### src/rtl/pgreg_pkg.sv
package pgreg_pkg;

  localparam int NUM_CH  = 4;
  localparam int CH_W    = 2;
  localparam int PORT_W  = 3;

  typedef struct packed {
    logic            hit;
    logic [CH_W-1:0] ch;
  } port_map_t;

  // Scattered offset-to-channel assignment; unlisted offsets reach nothing.
  function automatic port_map_t map_port(input logic [PORT_W-1:0] ofs);
    port_map_t m;
    m.hit = 1'b1;
    m.ch  = '0;
    case (ofs)
      3'd7:    m.ch = 2'd0;
      3'd3:    m.ch = 2'd1;
      3'd1:    m.ch = 2'd2;
      3'd2:    m.ch = 2'd3;
      default: m.hit = 1'b0;
    endcase
    return m;
  endfunction

endpackage

### src/rtl/pgreg_decode.sv
module pgreg_decode
  import pgreg_pkg::*;
(
  input  logic [PORT_W-1:0] port,
  output logic              hit,
  output logic [CH_W-1:0]   ch
);
  port_map_t m;
  always_comb begin
    m   = map_port(port);
    hit = m.hit;
    ch  = m.ch;
  end
endmodule

### src/rtl/pgreg_bank.sv
module pgreg_bank
  import pgreg_pkg::*;
#(
  parameter int PAGE_W = 8,
  parameter int N_CH   = NUM_CH
) (
  input  logic                   clk,
  input  logic                   rst_n,
  input  logic                   we,
  input  logic [CH_W-1:0]        ch,
  input  logic [PAGE_W-1:0]      wdata,
  output logic [N_CH*PAGE_W-1:0] q_flat
);
  for (genvar g = 0; g < N_CH; g++) begin : g_ch
    logic [PAGE_W-1:0] q;
    always_ff @(posedge clk or negedge rst_n) begin
      if (!rst_n)                           q <= '0;
      else if (we && (ch == CH_W'(g)))      q <= wdata;
    end
    assign q_flat[g*PAGE_W +: PAGE_W] = q;
  end
endmodule

### src/rtl/pgreg_compose.sv
module pgreg_compose
  import pgreg_pkg::*;
#(
  parameter int PAGE_W  = 8,
  parameter int HI_KEEP = 7,
  parameter int OFS_W   = 16,
  parameter int N_CH    = NUM_CH,
  localparam int PHYS_W = HI_KEEP + PAGE_W + OFS_W
) (
  input  logic [N_CH*PAGE_W-1:0] lo_flat,
  input  logic [N_CH*PAGE_W-1:0] hi_flat,
  input  logic [CH_W-1:0]        chan,
  input  logic [OFS_W-1:0]       ofs,
  output logic [PHYS_W-1:0]      phys
);
  function automatic logic [PAGE_W-1:0] pick(input logic [N_CH*PAGE_W-1:0] f,
                                             input logic [CH_W-1:0] c);
    return f[c*PAGE_W +: PAGE_W];
  endfunction

  // Only the lower HI_KEEP bits of the high page take part in the address.
  function automatic logic [PHYS_W-1:0] join_addr(input logic [PAGE_W-1:0] hi,
                                                  input logic [PAGE_W-1:0] lo,
                                                  input logic [OFS_W-1:0]  o);
    return {hi[HI_KEEP-1:0], lo, o};
  endfunction

  always_comb phys = join_addr(pick(hi_flat, chan), pick(lo_flat, chan), ofs);
endmodule

### src/rtl/pgreg_file.sv
module pgreg_file
  import pgreg_pkg::*;
#(
  parameter int PAGE_W       = 8,
  parameter int HI_KEEP      = 7,
  parameter int OFS_W        = 16,
  parameter bit HIGH_BANK_EN = 1'b1,
  localparam int PHYS_W      = HI_KEEP + PAGE_W + OFS_W,
  localparam int FLAT_W      = NUM_CH * PAGE_W
) (
  input  logic              clk,
  input  logic              rst_n,
  input  logic              bus_wr,
  input  logic              bus_bank,
  input  logic [PORT_W-1:0] bus_port,
  input  logic [PAGE_W-1:0] bus_wdata,
  output logic [PAGE_W-1:0] bus_rdata,
  input  logic [CH_W-1:0]   xfer_chan,
  input  logic [OFS_W-1:0]  xfer_addr,
  output logic [PHYS_W-1:0] phys_addr
);
  logic              map_hit;
  logic [CH_W-1:0]   map_ch;
  logic              lo_we;
  logic              hi_we;
  logic [FLAT_W-1:0] lo_flat;
  logic [FLAT_W-1:0] hi_flat;
  logic [FLAT_W-1:0] rd_bank;

  pgreg_decode u_dec (.port(bus_port), .hit(map_hit), .ch(map_ch));

  assign lo_we = bus_wr && map_hit && !bus_bank;
  assign hi_we = bus_wr && map_hit &&  bus_bank;

  pgreg_bank #(.PAGE_W(PAGE_W), .N_CH(NUM_CH)) u_lo (
    .clk(clk), .rst_n(rst_n), .we(lo_we), .ch(map_ch),
    .wdata(bus_wdata), .q_flat(lo_flat)
  );

  if (HIGH_BANK_EN) begin : g_hi
    pgreg_bank #(.PAGE_W(PAGE_W), .N_CH(NUM_CH)) u_hi (
      .clk(clk), .rst_n(rst_n), .we(hi_we), .ch(map_ch),
      .wdata(bus_wdata), .q_flat(hi_flat)
    );
  end else begin : g_nohi
    logic hi_we_unused;
    assign hi_we_unused = hi_we;
    assign hi_flat      = '0;
  end

  assign rd_bank   = bus_bank ? hi_flat : lo_flat;
  assign bus_rdata = map_hit ? rd_bank[map_ch*PAGE_W +: PAGE_W] : '0;

  pgreg_compose #(
    .PAGE_W(PAGE_W), .HI_KEEP(HI_KEEP), .OFS_W(OFS_W), .N_CH(NUM_CH)
  ) u_cmp (
    .lo_flat(lo_flat), .hi_flat(hi_flat), .chan(xfer_chan),
    .ofs(xfer_addr), .phys(phys_addr)
  );
endmodule

### config.mk
export PLATFORM = sky130hd
export DESIGN_NAME = pgreg_file
export DESIGN_NICKNAME = d
export VERILOG_FILES = /design/src/rtl/pgreg_pkg.sv /design/src/rtl/pgreg_decode.sv /design/src/rtl/pgreg_bank.sv /design/src/rtl/pgreg_compose.sv /design/src/rtl/pgreg_file.sv
export SDC_FILE = /design/constraint.sdc
export NUM_CORES = 1
export LEC_CHECK = 0
export ABC_CLOCK_PERIOD_IN_PS = 3240
export BUFFER_PORTS_ARGS = -buffer_cell sky130_fd_sc_hd__clkbuf_2
export CORE_ASPECT_RATIO = 0.9
export CORE_UTILIZATION = 54
export DETAILED_ROUTE_END_ITERATION = 8
export PLACE_DENSITY_LB_ADDON = 0.15
export SKIP_CTS_REPAIR_TIMING = 1
export SYNTH_ARGS = -nofsm -noshare
export SYNTH_HDL_FRONTEND = slang
export SYNTH_HIERARCHICAL = 1
export SYNTH_SLANG_ARGS = --single-unit
### constraint.sdc
create_clock -name clk -period 3.24 [get_ports clk]
set_clock_uncertainty 0.15 [all_clocks]
set_input_delay 0.648 -clock clk [delete_from_list [all_inputs] [get_ports clk]]
set_output_delay 0.648 -clock clk [all_outputs]
set_load 0.005 [all_outputs]
Word level (Yosys, flattened, before mapping)

Cells that the tools add are included.

Memory bits (writable): 0
Output and inout bits: 39
Flip-flop bits (word level): 64
Logic and storage cells: 36
Latch bits: 0
Memory bits (read-only): 0
Memories kept: 0
Bits of input ports: 33

Add/subtract/negate cells: 0
Reductions and logical operators: 14
Equality and inequality tests: 7
Div/mod/pow operators: 0
Shift operators: 3
$mul: 0
Multiplexer cells: 4
Bitwise operators: 0
$lt $le $gt $ge: 0

Operators with widths:

| operator             | count |
|---|---|
| $shiftx A32 B6 Y8    | 2 |
| $mux W32             | 1 |
| $shiftx A32 B6 Y7    | 1 |
| $logic_and A1 B1 Y1  | 11 |
| $mux W8              | 1 |
| $eq A3 B2 Y1 const B | 2 |
| $pmux W2 S3          | 1 |
| $eq A2 B2 Y1 const B | 2 |
| $reduce_or A4 Y1     | 1 |
| $eq A3 B1 Y1 const B | 1 |
| $eq A3 B3 Y1 const B | 1 |
| $eq A2 B1 Y1 const B | 1 |
| $logic_not A2 Y1     | 1 |
| $logic_not A1 Y1     | 1 |
| $mux W1              | 1 |

Longest topological paths before layout

Depth in word-level cells: 6
Depth in mapped cells: 7
Depth with buffers taken out: 6

Hierarchy

Netlist, hierarchy kept.

By module, submodules not included:

| module        | instances | area each (um^2) | seq. area each (um^2) | cells each |
|---|---|---|---|---|
| pgreg_bank    | 2         | 1,212.4          | 800.8                 | 68 |
| pgreg_file    | 1         | 566.8            | 0.0                   | 41 |
| pgreg_compose | 1         | 513.0            | 0.0                   | 34 |
| pgreg_decode  | 1         | 36.3             | 0.0                   | 5 |

Least setup slack after synthesis

OpenSTA, ideal clock, no wires.

Kind: input to output
Start: input bus_port[0]
End: output bus_rdata[6]
Data arrival time: 2.329 ns
Slack: 0.113 ns
Required time: 2.442 ns
Cell stages on the path: 6
Path buffers: 1
Cells stage by stage: xnor2_1 nor2_1 buf_2 mux4_1 mux2i_1 nor2_1

Longest elaborated chain between the ends: 4
Elaborated cells on any way between the ends: 9

Ends and longest elaborated chain:

| what                                         | RTL line         | source |
|---|---|---|
| start: declaration                           | pgreg_file.sv:15 | `input logic [PORT_W-1:0] bus_port,` |
| $eq A3 B2 Y1 or $eq A3 B1 Y1 (tied branches) | pgreg_pkg.sv:17  | `case (ofs)` |
| $pmux W2 S3 (*)                              | pgreg_pkg.sv:17  |  |
| named net map_ch[1]                          | pgreg_file.sv:23 | `logic [CH_W-1:0] map_ch;` |
| $shiftx A32 B6 Y8 (*)                        | pgreg_file.sv:52 | `assign bus_rdata = map_hit ? rd_bank[map_ch*PAGE_W +: PAGE_W] : '0;` |
| $mux W8 (*)                                  | pgreg_file.sv:52 |  |
| end: declaration                             | pgreg_file.sv:17 | `output logic [PAGE_W-1:0] bus_rdata,` |

The timed path passes the listed nets; every way through them passes the cells marked *.

Worst setup path after layout

Start: input bus_port[1]
End: output bus_rdata[4]

Same word-level chain as after synthesis.

==> impl_results.md <==
* Total nets after synthesis at 249
* Vias at 2067
* Final HPWL from detailed placement at 5000 µm
* Worst vdd rail ir drop at 0.311 mV
* Final estimated routing congestion in global placement at 0.757
* Startpoint of the worst register-to-register path: u_lo/g_ch[3].q[3]
* Worst-case setup slack after placement at 239 ps
* Count of input and output buffers at 39
* Yosys warning count at 6
* Post-synthesis sequential area ratio at 0.452
* Wire length per cell after detailed routing at 22.4 µm
* Sum of overflow across all layers after global routing at 0
* Pre-Repair DR Iteration Count at 4
* Power per Cell Area at 604 nW/µm²
* Routed length on met3 at 308 µm
* Wirelength, routed at 7650 µm
* Launching element type of the critical path: input pin
* Vert. Die Dim at 78.8 µm
* Clock tree from TritonCTS: yes
* DRC viols at 0
* First-pass GRT wire length at 12100 µm
* Max_cap viols at 0
* Wire length the detailed router placed on met1 at 3360 µm
* H-tree level count at 3
* Crit Reg-Reg Endpoint: u_lo/g_ch[3].q[3]
* RSZ-0062 raised after global routing: no
* Cell types with the largest area share after synthesis: sky130_fd_sc_hd__dfrtp_1, sky130_fd_sc_hd__mux2_2, sky130_fd_sc_hd__mux4_2
* Starting Density at 0.570
* Final-report setup violation count at 0
* Clock buffers created by TritonCTS at 9
* Clock period minus final worst setup slack at 3000 ps
* Tightest Pin Transition at 814 ps
* Number of cells traversed by the worst register-to-register path at 1
* Maximum number of pins on one net before global-route repair at 65
* Antenna-violating nets left at 0
* Multi-input gate area at 1730 µm²
* Setup tns final at 0 ps
* Slack of the worst reg-to-reg path at 2310 ps
* Cell area after synthesis at 3540 µm²
* Yosys reg bits at 64
* Library cell used as clock root buffer: sky130_fd_sc_hd__clkbuf_8
* Number of top-level pins at 72
* Routed via count divided by cell count at 6.04
* Antenna violations before repair at 0
* Count of unique library cells instantiated by Yosys at 19
* Max FO, Critical Path at 9
* Dominant cell type by area after synthesis: sky130_fd_sc_hd__dfrtp_1
* Nets at 284
* Die Footprint at 6890 µm²
* Crit path required time at 2440 ps
* Final Cycle Share at 0.926
* Number of buffers between clock root and the deepest sink at 2
* Routed met2 length at 3740 µm
* Count of non-filler cells in the finished layout at 342
* Number of global-route vias before repair at 2168
* Die Width at 87.4 µm
* Highest metal layer with signal wires: met4
* Top-area cell type share of the netlist area at 0.452
* Initial detailed-routing violation count at 125
* Slew HR at 0.457
* Total area of sequential cells at 1600 µm²
* Placeable core region at 6220 µm²
* Worst Setup SP: bus_port[1]
* LEAKAGE at 1.79 nW
* Most frequent cells in the layout: sky130_fd_sc_hd__mux2_2, sky130_fd_sc_hd__dfrtp_1, sky130_fd_sc_hd__clkbuf_2
* Growth of design area from synthesis to finish at 10.0%
* Fill cell total of the finished layout at 491
* Share of post-route cells with drive strength above 1 at 0.608
* Total global-route track usage at 0.249
* Clock latency on the worst-skew pair at 330 ps
* Run status: complete, no violations
* Post-layout worst setup margin at 239 ps
* Gate count of the mapped netlist at 216
* Timing-limited maximum frequency at 333 MHz
* Sort of element at the end of the critical path: primary output
* Final hold slack at 332 ps
* Core occupancy in the finished layout at 0.627
* # placed instances at 327
* Total count of hold-check failures in the final report at 0
* Rows at 27
* Antenna diode count at 0
* Endpoint arrival time on the critical path at 2200 ps
* Post-Synthesis Mean Instance Area at 16.4 µm²
* Final Slew Violations at 0
* Clock slew at reported path FFs at 70 ps
* Kind of critical path: in2out
* Clk sinks at 64
* Type of the tightest min-delay check: in2async
## layer usage
layer	GRT usage	vias up
met5	0	-
met4	0.115	0
met3	0.0572	30
met2	0.396	45
met1	0.325	1089
li1	-	903
## how the worst max path moves through the flow
| stage | to | slack [ps] | cells after the start |
|---|---|---|---|
| floorplan | bus_rdata[6] | 110 | 6 |
| global placement | bus_rdata[4] | 260 | 8 |
| detailed placement | bus_rdata[3] | 240 | 8 |
| CTS | bus_rdata[3] | 240 | 8 |
| global route | bus_rdata[4] | 130 | 8 |
| finish | bus_rdata[4] | 240 | 8 |
## per-stage QoR
stage               area [µm²]  total power [W]
floorplan                 3540          0.00156
CTS                       3890          0.00237
global placement          3720          0.00173
finish                    3890          0.00235
detailed placement        3720          0.00176
global route              3890          0.00248
## logic make-up (layout without fill, tap and decap cells)
group,count (synthesis),in the layout,share of synthesized area
flops,64,64,0.452
fa+ha+maj,1,1,0.00318
mux,103,103,0.437
simple gates,21,21,0.0449
buf+inv,26,65,0.0601
xor+xnor,1,1,0.00247
## registers in the layout, summed over array words and instances, names as in the netlist
signal,flops
u_lo/g_ch.q,32
g_hi.u_hi/g_ch.q,32
## where the power goes
group / total (W) / leakage (nW) / internal [W] / switching, W
registers: 0.00113 / 0.802 / 0.000998 / 0.000135
logic: 0.000607 / 0.897 / 0.000399 / 0.000208
clock network: 0.000610 / 0.0882 / 0.000313 / 0.000298
total: 0.00235 / 1.79 / 0.00171 / 0.000641
## synthesized netlist by cell type, drive strengths merged
master / number
and2b: 1
and3: 1
buf: 24
dfrtp: 64
inv: 2
maj3: 1
mux2: 64
mux2i: 8
mux4: 31
nand2: 1
nand3: 2
nand3b: 4
nor2: 10
nor3b: 2
xnor2: 1
## critical path: stages
cell and delay, ps:
sky130_fd_sc_hd__clkbuf_2 110, sky130_fd_sc_hd__xnor2_1 130, sky130_fd_sc_hd__nor2_2 370, sky130_fd_sc_hd__buf_4 290
sky130_fd_sc_hd__mux4_2 320, sky130_fd_sc_hd__mux2i_1 130, sky130_fd_sc_hd__nor2_1 70, sky130_fd_sc_hd__clkbuf_2 130
## layout make-up
cell class	instances	area share
inverter	2	0.00193
timing repair buffer	48	0.0707
clock buffer	12	0.0398
sequential	64	0.411
clock inverter	3	0.00450
multi-input combinational	126	0.444
tap	87	0.0279
Note: power is estimated with default switching activity, not from simulation.
